--- config.mk ---
export PLATFORM = sky130hd
export DESIGN_NAME = sa_sqrt_top
export DESIGN_NICKNAME = d
export VERILOG_FILES = /design/src/rtl/sa_sqrt_pkg.sv /design/src/rtl/sa_sqrt_sq_cmp.sv /design/src/rtl/sa_sqrt_trial.sv /design/src/rtl/sa_sqrt_fsm.sv /design/src/rtl/sa_sqrt_top.sv
export SDC_FILE = /design/constraint.sdc
export NUM_CORES = 1
export LEC_CHECK = 0
export ABC_AREA = 1
export CAP_MARGIN = 20
export CORE_MARGIN = 2
export CORE_UTILIZATION = 51
export DETAILED_ROUTE_END_ITERATION = 16
export PLACE_DENSITY = 0.77
export SYNTH_ARGS = -nofsm -noshare
export SYNTH_HDL_FRONTEND = slang
export SYNTH_SLANG_ARGS = --single-unit
--- constraint.sdc ---
create_clock -name clk -period 9.7 [get_ports clk]
set_input_delay 1.455 -clock clk [delete_from_list [all_inputs] [get_ports clk]]
set_output_delay 1.455 -clock clk [all_outputs]
set_load 0.005 [all_outputs]
--- src/rtl/sa_sqrt_pkg.sv ---
package sa_sqrt_pkg;

  // outcome of comparing the squared trial root against the aligned operand
  typedef enum logic [1:0] {
    REL_LT = 2'd0,
    REL_EQ = 2'd1,
    REL_GT = 2'd2
  } rel_t;

  typedef enum logic {
    PH_IDLE = 1'b0,
    PH_RUN  = 1'b1
  } phase_t;

  // width of a bit-position index over w positions (at least one bit)
  function automatic int idx_bits(input int w);
    return (w < 2) ? 1 : $clog2(w);
  endfunction

endpackage

--- src/rtl/sa_sqrt_sq_cmp.sv ---
module sa_sqrt_sq_cmp
  import sa_sqrt_pkg::*;
#(
  parameter int ROOT_W = 8,
  parameter int SQ_W   = 2 * ROOT_W
) (
  input  logic [ROOT_W-1:0] trial,
  input  logic [SQ_W-1:0]   target,
  output rel_t              rel
);

  logic [SQ_W-1:0] sq;

  // full square of the trial root; SQ_W holds it without loss
  assign sq = SQ_W'(trial) * SQ_W'(trial);

  always_comb begin
    if (sq == target)     rel = REL_EQ;
    else if (sq > target) rel = REL_GT;
    else                  rel = REL_LT;
  end

endmodule

--- src/rtl/sa_sqrt_trial.sv ---
module sa_sqrt_trial #(
  parameter int ROOT_W = 8,
  parameter int IDX_W  = 3
) (
  input  logic              clk,
  input  logic              rst_n,
  input  logic              load,
  input  logic              step,
  input  logic              clr_cur,
  output logic [ROOT_W-1:0] trial,
  output logic [ROOT_W-1:0] trial_nxt,
  output logic              idx_last
);

  localparam logic [ROOT_W-1:0] TOP_ONE = {1'b1, {(ROOT_W-1){1'b0}}};
  localparam logic [IDX_W-1:0]  TOP_IDX = IDX_W'(ROOT_W - 1);

  logic [ROOT_W-1:0] trial_q;
  logic [IDX_W-1:0]  idx_q;

  assign trial    = trial_q;
  assign idx_last = (idx_q == '0);

  // drop the bit under test if the square overshot, then arm the next lower bit
  always_comb begin
    trial_nxt = trial_q;
    for (int b = 0; b < ROOT_W; b++) begin
      if ((b == int'(idx_q)) && clr_cur) trial_nxt[b] = 1'b0;
      if ((b + 1) == int'(idx_q))        trial_nxt[b] = 1'b1;
    end
  end

  always_ff @(posedge clk or negedge rst_n) begin
    if (!rst_n) begin
      trial_q <= '0;
      idx_q   <= '0;
    end else if (load) begin
      trial_q <= TOP_ONE;
      idx_q   <= TOP_IDX;
    end else if (step) begin
      trial_q <= trial_nxt;
      if (!idx_last) idx_q <= idx_q - 1'b1;
    end
  end

endmodule

--- src/rtl/sa_sqrt_fsm.sv ---
module sa_sqrt_fsm
  import sa_sqrt_pkg::*;
#(
  parameter int OP_W   = 12,
  parameter int FRAC_W = 4,
  parameter int ROOT_W = 8,
  parameter int SQ_W   = 2 * ROOT_W
) (
  input  logic              clk,
  input  logic              rst_n,
  input  logic              in_valid,
  input  logic [OP_W-1:0]   in_operand,
  input  rel_t              rel,
  input  logic              idx_last,
  input  logic [ROOT_W-1:0] trial,
  input  logic [ROOT_W-1:0] trial_nxt,
  output logic              in_ready,
  output logic              busy,
  output logic              done,
  output logic [ROOT_W-1:0] root,
  output logic [SQ_W-1:0]   target,
  output logic              load,
  output logic              step,
  output logic              clr_cur
);

  phase_t            ph_q;
  logic              done_q;
  logic [ROOT_W-1:0] root_q;
  logic [SQ_W-1:0]   target_q;
  logic              accept;
  logic              op_zero;

  assign in_ready = (ph_q == PH_IDLE);
  assign busy     = (ph_q == PH_RUN);
  assign done     = done_q;
  assign root     = root_q;
  assign target   = target_q;

  assign accept  = in_valid && in_ready;
  assign op_zero = (in_operand == '0);
  assign load    = accept && !op_zero;
  assign step    = busy && (rel != REL_EQ);
  assign clr_cur = (rel == REL_GT);

  always_ff @(posedge clk or negedge rst_n) begin
    if (!rst_n) begin
      ph_q     <= PH_IDLE;
      done_q   <= 1'b0;
      root_q   <= '0;
      target_q <= '0;
    end else begin
      done_q <= 1'b0;
      unique case (ph_q)
        PH_IDLE: begin
          if (accept) begin
            // align the operand to the square's 2*FRAC_W fractional bits
            target_q <= SQ_W'(in_operand) << FRAC_W;
            if (op_zero) begin
              root_q <= '0;
              done_q <= 1'b1;
            end else begin
              ph_q <= PH_RUN;
            end
          end
        end
        PH_RUN: begin
          if (rel == REL_EQ) begin
            root_q <= trial;
            done_q <= 1'b1;
            ph_q   <= PH_IDLE;
          end else if (idx_last) begin
            root_q <= trial_nxt;
            done_q <= 1'b1;
            ph_q   <= PH_IDLE;
          end
        end
        default: ph_q <= PH_IDLE;
      endcase
    end
  end

endmodule

--- src/rtl/sa_sqrt_top.sv ---
module sa_sqrt_top
  import sa_sqrt_pkg::*;
#(
  parameter int INT_P  = 5,
  parameter int FRAC_P = 4,
  localparam int ROOT_W = INT_P - 1 + FRAC_P,
  localparam int OP_W   = 2 * (INT_P - 1) + FRAC_P
) (
  input  logic              clk,
  input  logic              rst_n,
  input  logic              in_valid,
  output logic              in_ready,
  input  logic [OP_W-1:0]   in_operand,
  output logic              busy,
  output logic              done,
  output logic [ROOT_W-1:0] root
);

  localparam int SQ_W  = 2 * ROOT_W;
  localparam int IDX_W = idx_bits(ROOT_W);

  rel_t              rel;
  logic [SQ_W-1:0]   target;
  logic [ROOT_W-1:0] trial;
  logic [ROOT_W-1:0] trial_nxt;
  logic              idx_last;
  logic              load;
  logic              step;
  logic              clr_cur;

  sa_sqrt_sq_cmp #(
    .ROOT_W (ROOT_W),
    .SQ_W   (SQ_W)
  ) cmp_i (
    .trial  (trial),
    .target (target),
    .rel    (rel)
  );

  sa_sqrt_trial #(
    .ROOT_W (ROOT_W),
    .IDX_W  (IDX_W)
  ) trial_i (
    .clk       (clk),
    .rst_n     (rst_n),
    .load      (load),
    .step      (step),
    .clr_cur   (clr_cur),
    .trial     (trial),
    .trial_nxt (trial_nxt),
    .idx_last  (idx_last)
  );

  sa_sqrt_fsm #(
    .OP_W   (OP_W),
    .FRAC_W (FRAC_P),
    .ROOT_W (ROOT_W),
    .SQ_W   (SQ_W)
  ) fsm_i (
    .clk        (clk),
    .rst_n      (rst_n),
    .in_valid   (in_valid),
    .in_operand (in_operand),
    .rel        (rel),
    .idx_last   (idx_last),
    .trial      (trial),
    .trial_nxt  (trial_nxt),
    .in_ready   (in_ready),
    .busy       (busy),
    .done       (done),
    .root       (root),
    .target     (target),
    .load       (load),
    .step       (step),
    .clr_cur    (clr_cur)
  );

endmodule

==> run summary <==
• 0.1715 GHz — Max Freq
• 9870 ps — data required time of the critical path
• 7137 sq um — Std-Cell Core Area
• 0 — number of hold violations in the final report
• sky130_fd_sc_hd__dfrtp_1 — most instantiated flip-flop cell in the synthesis netlist
• flop — sort of element at the end of the critical path
• reg2reg — worst setup path class
• sky130_fd_sc_hd__nand2_1 — cell with the most instances after synthesis
• 2 — H-Tree Level Count
• done — CTS tree
• 52.03% — starting density of the core
• 25 — Port Buf Inserts
• 3143 — vias
• 28.44% — synthesized-area fraction occupied by adder cells
• 57.50% — tightest slew margin relative to the limit
• 5831 ps — final period demand of the worst path
• 70 ps — Reg clk slew, reported paths
• 280 ps — worst skew pair latency
• 0 — final slew viol count
• 594 — total nets after synthesis
• 0 — post-cts sizing count
• sky130_fd_sc_hd__clkbuf_8 — clock root buffer
• 2990 — number of global-route vias before repair
• 0 — overall overflow remaining after global route
• 2354 sq um — total area of multi-input combinational cells
• 3714 sq um — summed instance area of the synthesized netlist
• 31 — library cells used by synthesis
• 26 — num ports
• 22.24% — top cell type's share of synthesized area
• flop — type of element launching the critical path
• 620 — Cells after DPL
• sky130_fd_sc_hd__dfrtp_1 — cell type with the largest total area after synthesis
• 0% — fraction of synthesized area in multiplexers
• 5.860% — share of cells above drive strength 1
• 5.005 — via count normalized by instance count
• 7591 microns — Routed WL
• 0 — total of warnings raised by yosys
• 0 ps — Fin Setup TNS
• 13330 microns — first-pass GRT wire length
• 628 — final cell count without fillers
• no — unrepaired setup endpoints after global routing
• 7980 sq um — die footprint
• 11.46% — Area Overhead vs Synth
• 12 — largest driver fanout on the critical path
• 7.296 sq um — Synth Area per Inst
• 636.0 ps — slew at the pin closest to its max-slew limit
• 33 — clock sink total
• 3870 ps — R2R setup slack
• 6000 ps — data arrival time of the worst path
• 129 x sky130_fd_sc_hd__nand2_1, 115 x sky130_fd_sc_hd__inv_1, 46 x sky130_fd_sc_hd__ha_1 — synth cell count leaders
• 0 — number of nets still failing antenna checks after routing
• 3.984 ps — Setup Skew
• 34 — pin count of the biggest net entering global routing
• 668 — number of fillers in the final layout
• 31 — number of cell rows
• 2 — Clock Path Buffers
• reg2reg — worst hold-check path type
• sky130_fd_sc_hd__dfrtp_1 22%, sky130_fd_sc_hd__ha_1 15%, sky130_fd_sc_hd__nand2_1 13% — top post-synthesis cells by area
• 0 — number of synthesized flops with an enable pin
• 4 — first-pass detailed-route iteration total
• 21.06% — overall routing resource usage
• 0 — Setup violations, final
• 5 — cts bufs inserted
• 0 — antenna violations before repair
• 22.24% — sequential area share after synthesis
• 0 — MaxCap Viol Count
• 12.09 microns — routed wirelength normalized by instance count
• 265 — drt first-iter violations
• 613 — Final #Nets
• 4.245% — post-synthesis xor/xnor area fraction
• 0 — DR DRC count
• complete, no violations — run status
• 60.11% — ratio of final minimum period to clock period
• 0 — cts hold-fix bufs
• 89.33 microns — Die Width
• 0 — buffers inserted by post-CTS timing repair
• adder cells — main combinational cell family by area after synthesis
• 509 — Synth Instances
• 0.9478 — global placer's final weighted congestion
• 0 — # diodes
• 8.187% — synthesized-area fraction occupied by ao, oa, aoi and oai cells
• 825.8 sq um — register cell area after layout
• 89.33 microns — die extent in y
• 22.51% — Post-Synth Simple-Gate Area
• 6355 microns — Detail Placement HPWL
• 57.99% — final core utilization
• 33 — synthesis-stage register bit count
• 100.0% — share of flip-flops with an asynchronous set or reset after synthesis
==> critical path, cell delays in order, from the launching register on <==
cell and delay (ps):
sky130_fd_sc_hd__dfrtp_1 600, sky130_fd_sc_hd__nand2_1 140, sky130_fd_sc_hd__fa_1 550, sky130_fd_sc_hd__inv_1 70, sky130_fd_sc_hd__fa_1 500, sky130_fd_sc_hd__fa_1 540
sky130_fd_sc_hd__inv_1 60, sky130_fd_sc_hd__fa_1 530, sky130_fd_sc_hd__inv_1 40, sky130_fd_sc_hd__ha_1 360, sky130_fd_sc_hd__a21oi_1 150, sky130_fd_sc_hd__o21ai_0 140
sky130_fd_sc_hd__a21oi_1 220, sky130_fd_sc_hd__nor2_1 60, sky130_fd_sc_hd__nor2_1 110, sky130_fd_sc_hd__xor2_1 150, sky130_fd_sc_hd__inv_1 60, sky130_fd_sc_hd__ha_1 270
sky130_fd_sc_hd__nand2_1 70, sky130_fd_sc_hd__inv_2 30, sky130_fd_sc_hd__nand2_2 100, sky130_fd_sc_hd__nor3_4 80, sky130_fd_sc_hd__nor2_2 440, sky130_fd_sc_hd__inv_2 40
sky130_fd_sc_hd__nor2_1 180, sky130_fd_sc_hd__nand2_1 80, sky130_fd_sc_hd__nand2_1 70, sky130_fd_sc_hd__nand3_1 60
==> stage by stage <==
stage	hold slack, ps	setup WS, ps	cell area (sq um)
2_1_floorplan	453.0	4391	3714
5_1_grt	501.1	3395	4139
6_report	478.2	3869	4139
3_5_place_dp	464.6	3876	4023
3_3_place_gp	466.2	3887	4023
4_1_cts	483.0	3853	4139
==> registers in the layout (all words and copies together) (netlist names) <==
signal,count
fsm_i.root,8
fsm_i.done,1
fsm_i.target,12
trial_i.idx_q,3
trial_i.trial,8
fsm_i.busy,1
==> routing by layer <==
layer  global-route usage [%]  vias up  part of all wire, %  routed length (microns)
met2                    35.15       61                   48                     3620
met5                        0        -                    0                        0
met4                    4.885        0                  1.8                      133
met1                    29.53     1478                   47                     3603
met3                    2.216       14                  3.1                      233
li1                         -     1590                    -                        -
==> area by class of cell <==
| cell class | count | share of cell area, % |
|---|---|---|
| clock buffers | 7 | 2.086 |
| clock inverters | 1 | 0.7255 |
| multi-input cells | 339 | 56.86 |
| flip-flops and latches | 33 | 19.95 |
| repair buffers | 26 | 6.227 |
| well taps | 99 | 2.993 |
| inverters | 123 | 11.15 |
==> cells by family after synthesis <==
kind of cell	Yosys count
DFF	33
and+or+nand+nor	195
buffers and inverters	137
adders and majority gates	70
AOI/OAI and AO/OA	56
xor gates and xnor gates	18
==> path summary, 6_finish.rpt <==
check,startpoint,end,depth (start not counted)
worst max-delay path,trial_i.trial[2],trial_i.idx_q[2],27
worst min-delay path,fsm_i.root[3],fsm_i.root[3],2
worst max register to register,trial_i.trial[2],trial_i.idx_q[2],27
worst min register to register,fsm_i.root[3],fsm_i.root[3],2
max in group asynchronous,rst_n,trial_i.trial[1],2
min in group asynchronous,rst_n,fsm_i.target[15],2
==> layout by cell type, fill, tap and decap left out, types with 2 or more instances in the layout <==
master                            count
sky130_fd_sc_hd__clkdlybuf4s50_1     25
sky130_fd_sc_hd__o21ai_2              2
sky130_fd_sc_hd__nand4_1              4
sky130_fd_sc_hd__inv_1              115
sky130_fd_sc_hd__a21oi_1             19
sky130_fd_sc_hd__fa_1                24
sky130_fd_sc_hd__nand3_1             22
sky130_fd_sc_hd__nand3_2              2
sky130_fd_sc_hd__nor2_1              22
sky130_fd_sc_hd__clkbuf_8             6
sky130_fd_sc_hd__o21ai_1              9
sky130_fd_sc_hd__nand2_2              2
sky130_fd_sc_hd__nor3_1               6
sky130_fd_sc_hd__ha_1                46
sky130_fd_sc_hd__nor2_2               4
sky130_fd_sc_hd__nand2_1            129
sky130_fd_sc_hd__inv_2                8
sky130_fd_sc_hd__xor2_1               8
sky130_fd_sc_hd__o21ai_0             19
sky130_fd_sc_hd__xnor2_1             10
sky130_fd_sc_hd__a31oi_1              2
sky130_fd_sc_hd__dfrtp_1             33
sky130_fd_sc_hd__o21bai_1             2
Power is not shown: default switching activity piles up to over one toggle a cycle in this logic, so the estimate is an artifact.
